$ cat config.mk
export PLATFORM = sky130hd
export DESIGN_NAME = radmode_ctrl
export DESIGN_NICKNAME = d
export VERILOG_FILES = /design/src/rtl/radmode_pkg.sv /design/src/rtl/radmode_sync.sv /design/src/rtl/radmode_filter.sv /design/src/rtl/radmode_seq.sv /design/src/rtl/radmode_ctrl.sv
export SDC_FILE = /design/constraint.sdc
export NUM_CORES = 1
export LEC_CHECK = 0
export ABC_AREA = 1
export BUFFER_PORTS_ARGS = -buffer_cell sky130_fd_sc_hd__buf_2
export CAP_MARGIN = 20
export CORE_MARGIN = 10
export CORE_UTILIZATION = 35
export DETAILED_ROUTE_END_ITERATION = 8
export PLACE_DENSITY = 0.5
export SLEW_MARGIN = 0
export SYNTH_ARGS = -nofsm -noshare
export SYNTH_HDL_FRONTEND = slang
export SYNTH_HIERARCHICAL = 1
export SYNTH_SLANG_ARGS = --single-unit
$ cat constraint.sdc
create_clock -name clk -period 2.6 [get_ports clk]
set_input_delay 0.65 -clock clk [delete_from_list [all_inputs] [get_ports clk]]
set_output_delay 0.65 -clock clk [all_outputs]
set_load 0.02 [all_outputs]
$ cat src/rtl/radmode_pkg.sv
package radmode_pkg;
  typedef enum logic [1:0] {
    MODE_PAR  = 2'd0,
    MODE_LOWP = 2'd1,
    MODE_RADT = 2'd2
  } mode_t;

  typedef enum logic [1:0] {
    ST_IDLE    = 2'd0,
    ST_SAVE    = 2'd1,
    ST_LOAD    = 2'd2,
    ST_RESTORE = 2'd3
  } seq_st_t;
endpackage

$ cat src/rtl/radmode_sync.sv
module radmode_sync #(
  parameter int   STAGES  = 2,
  parameter logic RST_VAL = 1'b1
) (
  input  logic clk,
  input  logic rst_n,
  input  logic d_i,
  output logic q_o
);
  logic [STAGES-1:0] chain;

  always_ff @(posedge clk or negedge rst_n) begin
    if (!rst_n) chain <= {STAGES{RST_VAL}};
    else        chain <= {chain[STAGES-2:0], d_i};
  end

  assign q_o = chain[STAGES-1];
endmodule

$ cat src/rtl/radmode_filter.sv
module radmode_filter #(
  parameter int   STABLE_CYC = 16,
  parameter logic RST_VAL    = 1'b1
) (
  input  logic clk,
  input  logic rst_n,
  input  logic lvl_i,
  output logic lvl_o
);
  localparam int CW = $clog2(STABLE_CYC + 1);

  logic [CW-1:0] cnt;
  logic          filt;

  always_ff @(posedge clk or negedge rst_n) begin
    if (!rst_n) begin
      cnt  <= '0;
      filt <= RST_VAL;
    end else if (lvl_i == filt) begin
      cnt <= '0;
    end else if (cnt == CW'(STABLE_CYC - 1)) begin
      cnt  <= '0;
      filt <= lvl_i;
    end else begin
      cnt <= cnt + 1'b1;
    end
  end

  assign lvl_o = filt;

  assert_filter_hold_R3: assert property (@(posedge clk) disable iff (!rst_n)
    !$stable(filt) |-> ($past(cnt) == CW'(STABLE_CYC - 1)));
endmodule

$ cat src/rtl/radmode_seq.sv
module radmode_seq
  import radmode_pkg::*;
#(
  parameter int SAVE_TMO = 64
) (
  input  logic       clk,
  input  logic       rst_n,
  input  mode_t      want_i,
  output logic       save_req_o,
  input  logic       save_ack_i,
  output logic       cfg_req_o,
  output logic [1:0] cfg_img_o,
  input  logic       cfg_done_i,
  output logic       restore_o,
  output logic       save_err_o,
  output logic [1:0] cur_mode_o
);
  localparam int TW = $clog2(SAVE_TMO + 1);

  seq_st_t       st;
  mode_t         tgt, cur;
  logic [TW-1:0] tmo_cnt;
  logic          err;

  always_ff @(posedge clk or negedge rst_n) begin
    if (!rst_n) begin
      st      <= ST_IDLE;
      tgt     <= MODE_RADT;
      cur     <= MODE_RADT;
      tmo_cnt <= '0;
      err     <= 1'b0;
    end else begin
      unique case (st)
        ST_IDLE: begin
          tmo_cnt <= '0;
          if (want_i != cur) begin
            tgt <= want_i;
            err <= 1'b0;
            st  <= ST_SAVE;
          end
        end
        ST_SAVE: begin
          tmo_cnt <= tmo_cnt + 1'b1;
          if (save_ack_i) begin
            st <= ST_LOAD;
          end else if (tmo_cnt == TW'(SAVE_TMO - 1)) begin
            err <= 1'b1;
            st  <= ST_LOAD;
          end
        end
        ST_LOAD: begin
          if (cfg_done_i) begin
            cur <= tgt;
            st  <= ST_RESTORE;
          end
        end
        ST_RESTORE: st <= ST_IDLE;
        default:    st <= ST_IDLE;
      endcase
    end
  end

  assign save_req_o = (st == ST_SAVE);
  assign cfg_req_o  = (st == ST_LOAD);
  assign restore_o  = (st == ST_RESTORE);
  assign cfg_img_o  = tgt;
  assign cur_mode_o = cur;
  assign save_err_o = err;

  assert_phase_excl_R4: assert property (@(posedge clk) disable iff (!rst_n)
    $onehot0({save_req_o, cfg_req_o, restore_o}));

  assert_save_first_R4: assert property (@(posedge clk) disable iff (!rst_n)
    $rose(cfg_req_o) |-> $past(save_req_o));

  assert_img_hold_R5: assert property (@(posedge clk) disable iff (!rst_n)
    (cfg_req_o && !cfg_done_i) |=> (cfg_req_o && $stable(cfg_img_o)));

  assert_restore_pulse_R6: assert property (@(posedge clk) disable iff (!rst_n)
    restore_o |=> !restore_o);

  assert_tgt_frozen_R7: assert property (@(posedge clk) disable iff (!rst_n)
    (save_req_o || cfg_req_o) |=> $stable(cfg_img_o));

  assert_tmo_bound_R8: assert property (@(posedge clk) disable iff (!rst_n)
    save_req_o |-> (tmo_cnt < TW'(SAVE_TMO)));

  assert_err_on_tmo_R8: assert property (@(posedge clk) disable iff (!rst_n)
    ($rose(cfg_req_o) && !$past(save_ack_i)) |-> save_err_o);
endmodule

$ cat src/rtl/radmode_ctrl.sv
module radmode_ctrl
  import radmode_pkg::*;
#(
  parameter int SYNC_STAGES = 2,
  parameter int STABLE_CYC  = 16,
  parameter int SAVE_TMO    = 64
) (
  input  logic       clk,
  input  logic       rst_n,
  input  logic       rad_raw_i,
  input  logic       lowpwr_pref_i,
  output logic       save_req_o,
  input  logic       save_ack_i,
  output logic       cfg_req_o,
  output logic [1:0] cfg_img_o,
  input  logic       cfg_done_i,
  output logic       restore_o,
  output logic       save_err_o,
  output logic [1:0] cur_mode_o
);
  logic  rad_s, rad_f;
  mode_t want;

  radmode_sync #(.STAGES(SYNC_STAGES), .RST_VAL(1'b1)) u_sync (
    .clk(clk), .rst_n(rst_n), .d_i(rad_raw_i), .q_o(rad_s)
  );

  radmode_filter #(.STABLE_CYC(STABLE_CYC), .RST_VAL(1'b1)) u_filt (
    .clk(clk), .rst_n(rst_n), .lvl_i(rad_s), .lvl_o(rad_f)
  );

  always_comb begin
    if (rad_f)              want = MODE_RADT;
    else if (lowpwr_pref_i) want = MODE_LOWP;
    else                    want = MODE_PAR;
  end

  radmode_seq #(.SAVE_TMO(SAVE_TMO)) u_seq (
    .clk(clk), .rst_n(rst_n), .want_i(want),
    .save_req_o(save_req_o), .save_ack_i(save_ack_i),
    .cfg_req_o(cfg_req_o), .cfg_img_o(cfg_img_o), .cfg_done_i(cfg_done_i),
    .restore_o(restore_o), .save_err_o(save_err_o), .cur_mode_o(cur_mode_o)
  );

  assert_radt_image_R1: assert property (@(posedge clk) disable iff (!rst_n)
    ($rose(save_req_o) && $past(rad_f)) |-> (cfg_img_o == 2'd2));
endmodule

==> flow_metrics.py <==
metrics = {
    "timing": {
        "slew_headroom_pct": 66.2,
        "period_minus_slack_ps": 2110,
        "achievable-frequency_mhz": 474,
        "grt_setup_unrepaired": "false",
        "finalHoldViolations": 0,
        "tightestPinTransition_ps": 508,
        "slew_viol_final": 0,
        "setup_viol": 0,
        "fin_crit_sh_pct": 81.1,
        "timing.setup.tns_ps": 0,
        "clock_skew_ps": 9.50,
    },
    "finish": {
        "share_of_layout_cells_above_drive_strength_1_pct": 19.0,
        "multiInputGateArea_um2": 480,
        "num-nets-final": 166,
        "antenna-diode-count": 0,
        "layout.core_utilization_pct": 42.1,
        "fillCellCount": 314,
        "area_growth_pct": 14.4,
        "register_area_um2": 557,
    },
    "cts": {
        "worstSkewPairLatency_ps": 310,
        "ctsHtreeMaxLevel": 1,
        "cts.sink_count": 22,
        "cts_tree": "yes",
        "post-cts-setup-buffers": 0,
        "cts_root_buf": "clkbuf_4",
        "cts_buffer_depth": 2,
        "cts_repair_resize_count": 0,
        "holdBufCountCts": 0,
        "cts.clk_slew.worst_paths_ps": 130,
        "cts_buffers": 3,
    },
    "route": {
        "remaining_drc_errors": 0,
        "wl_per_cell_um": 11.0,
        "avgViaCountPerCell": 4.46,
        "drt_wl_total_mm": 2.17,
        "dr.pass1.iters": 5,
        "total_vias_in_the_final_route": 878,
        "initialDrtViolationCount": 54,
        "final_antenna_net_count": 0,
    },
    "power_and_ir_drop": {
        "powerDensity_nw_per_um2": 958,
        "cellLeakagePower_uw": 0.000671,
        "max-vdd-ir-drop_v": 0.000360,
    },
    "synth": {
        "synth_warn": 6,
        "synth.yosys.seq_area_share_pct": 49.6,
        "syn-cell-area_um2": 1120,
        "synthesis.instances": 137,
        "synthesis.area_per_instance_um2": 8.20,
        "synthesis.nets": 149,
        "post_synth_main_area_contributors": "dfrtp_1 38%, nand2_1 13%, dfstp_2 12%",
        "yosysUniqueCellTypes": 22,
        "synth_top_cell_area_share_pct": 37.9,
        "synth-seq-cells": 22,
        "yosysTopAreaCell": "dfrtp_1",
    },
    "grt": {
        "global_route_wire_length_before_repair_mm": 3.84,
        "maximum_number_of_pins_on_one_net_before_global_route_repair": 23,
        "vias_in_the_first_global_route": 869,
        "groute.usage.overall_pct": 7.76,
        "grt_overflow_total": 0,
        "grt_antenna_before_repair": 0,
    },
    "critical_path": {
        "worst_ep_required_time_ps": 1950,
        "path_cells": "inv_1 -> ha_1 -> buf_2",
        "setup.worst_path.end_class": "output port",
        "crit_slowest_cell": "dfrtp_1",
        "critical_path_arrival_ps": 1460,
        "start_kind": "register",
        "timing.reg2reg.worst_path_depth": 7,
        "path_max_fanout": 11,
        "setup.worst_path.class": "reg -> out",
        "timing.critical_path.slowest_cell_delay_ps": 430,
    },
    "floorplanning": {
        "die_height_um": 76.7,
        "top_level_port_count": 14,
        "die_w_um": 76.7,
        "start_util_pct": 36.8,
        "placementRows": 20,
        "coreArea_um2": 3050,
        "dieArea_um2": 5880,
    },
    "hold_path": {
        "hold_path_class": "in -> async",
    },
    "placement": {
        "buffer_ports.inserted": 13,
        "place.detailed.hpwl_mm": 1.67,
        "place.gp.congestion": 0.819,
    },
    "run": {
        "max_cap_viol_count": 0,
    },
    "outcome": {
        "outcome": "finished clean",
    },
}
where the power goes:
| group | internal [uW] | total (uW) | switching [uW] |
|---|---|---|---|
| logic | 167 | 490 | 323 |
| registers | 420 | 480 | 59.4 |
| clock network | 156 | 261 | 105 |
| total | 743 | 1230 | 488 |
cell families after synthesis:
family / share of synthesized area [%]
AO/OA/AOI/OAI: 6.01
XOR/XNOR: 0.780
adder cells (fa/ha/maj): 6.68
buffers and inverters: 7.68
flip-flops: 49.6
AND/OR/NAND/NOR: 29.3
placed cells by master (no fill, tap or decap):
cell,synthesis,final
nand3_1,10,10
bufinv_16,0,1
nand3_2,1,1
o22ai_1,1,1
clkbuf_4,0,3
o21ai_0,5,5
o21ai_1,1,1
a22o_1,1,1
o31ai_1,1,1
xnor2_1,1,1
nand2_2,1,1
nand4_1,5,5
or2_2,1,1
dfrtp_1,17,17
dfstp_2,5,5
a21oi_1,3,3
nor2_1,16,16
nand2_1,38,38
ha_1,6,6
inv_1,19,19
nor2_2,2,2
nor3_2,1,1
inv_2,1,1
buf_2,0,13
synthesized netlist by cell type:
cell type / instances
nand4_1: 5
inv_1: 19
or2_2: 1
a21oi_1: 3
nand3_2: 1
nand2_2: 1
a22o_1: 1
o21ai_0: 5
nor2_2: 2
xnor2_1: 1
ha_1: 6
nand3_1: 10
o21ai_1: 1
o31ai_1: 1
o22ai_1: 1
dfstp_2: 5
nand2_1: 38
buf_6: 1
inv_2: 1
dfrtp_1: 17
nor3_2: 1
nor2_1: 16
metal layers:
layer / part of all wire, % / wire length (um) / track usage, %
met5: 0 / 0 / 0
met4: 1.0 / 22 / 2.79
met3: 6.2 / 135 / 3.26
met2: 48 / 1040 / 12.7
met1: 45 / 977 / 8.78
registers in the layout, indices dropped and copies added (netlist names):
signal	count
u_seq/save_err_o	1
u_sync/chain	2
u_seq/cur_mode_o	2
u_seq/cfg_img_o	2
u_seq/tmo_cnt	7
u_filt/lvl_o	1
u_filt/cnt	5
u_seq/st	2
per-stage QoR:
step                      instance area (um^2)  total power [uW]  instances  hold WS [ps]  setup slack [ps]
after detailed placement                  1230               979        193           349               832
after floorplan                           1120               856        137           345              1180
after global placement                    1230               972        193           349               868
after global routing                      1280              1350        197           278               376
final                                     1280              1230        197           283               492
after CTS                                 1280              1250        197           279               461
path summary, 6_finish.rpt:
check	end	slack (ps)	from
max	save_req_o	490	u_seq/st[1]
min reg2reg	u_sync/chain[1]	350	u_sync/chain[0]
max reg2reg	u_seq/save_err_o	1050	u_seq/st[1]
max in group asynchronous	u_sync/chain[0]	1940	rst_n
min in group clk	u_sync/chain[1]	350	u_sync/chain[0]
min	u_filt/cnt[2]	280	rst_n
final cells by class:
type                            instances  share of cell area [%]
Sequential cell                        22                    43.3
Multi-Input combinational cell         94                    37.4
Inverter                               20                    5.84
Timing Repair Buffer                   13                    5.06
Tap cell                               44                    4.28
Clock inverter                          1                    2.34
Clock buffer                            3                    1.75
critical path: cells and delay by family (launching register included):
kind | cells | cell delay, ps
adders and majority gates | 1 | 390
DFF | 1 | 430
buffers and inverters | 2 | 340
(Power assumes the default switching activity.)
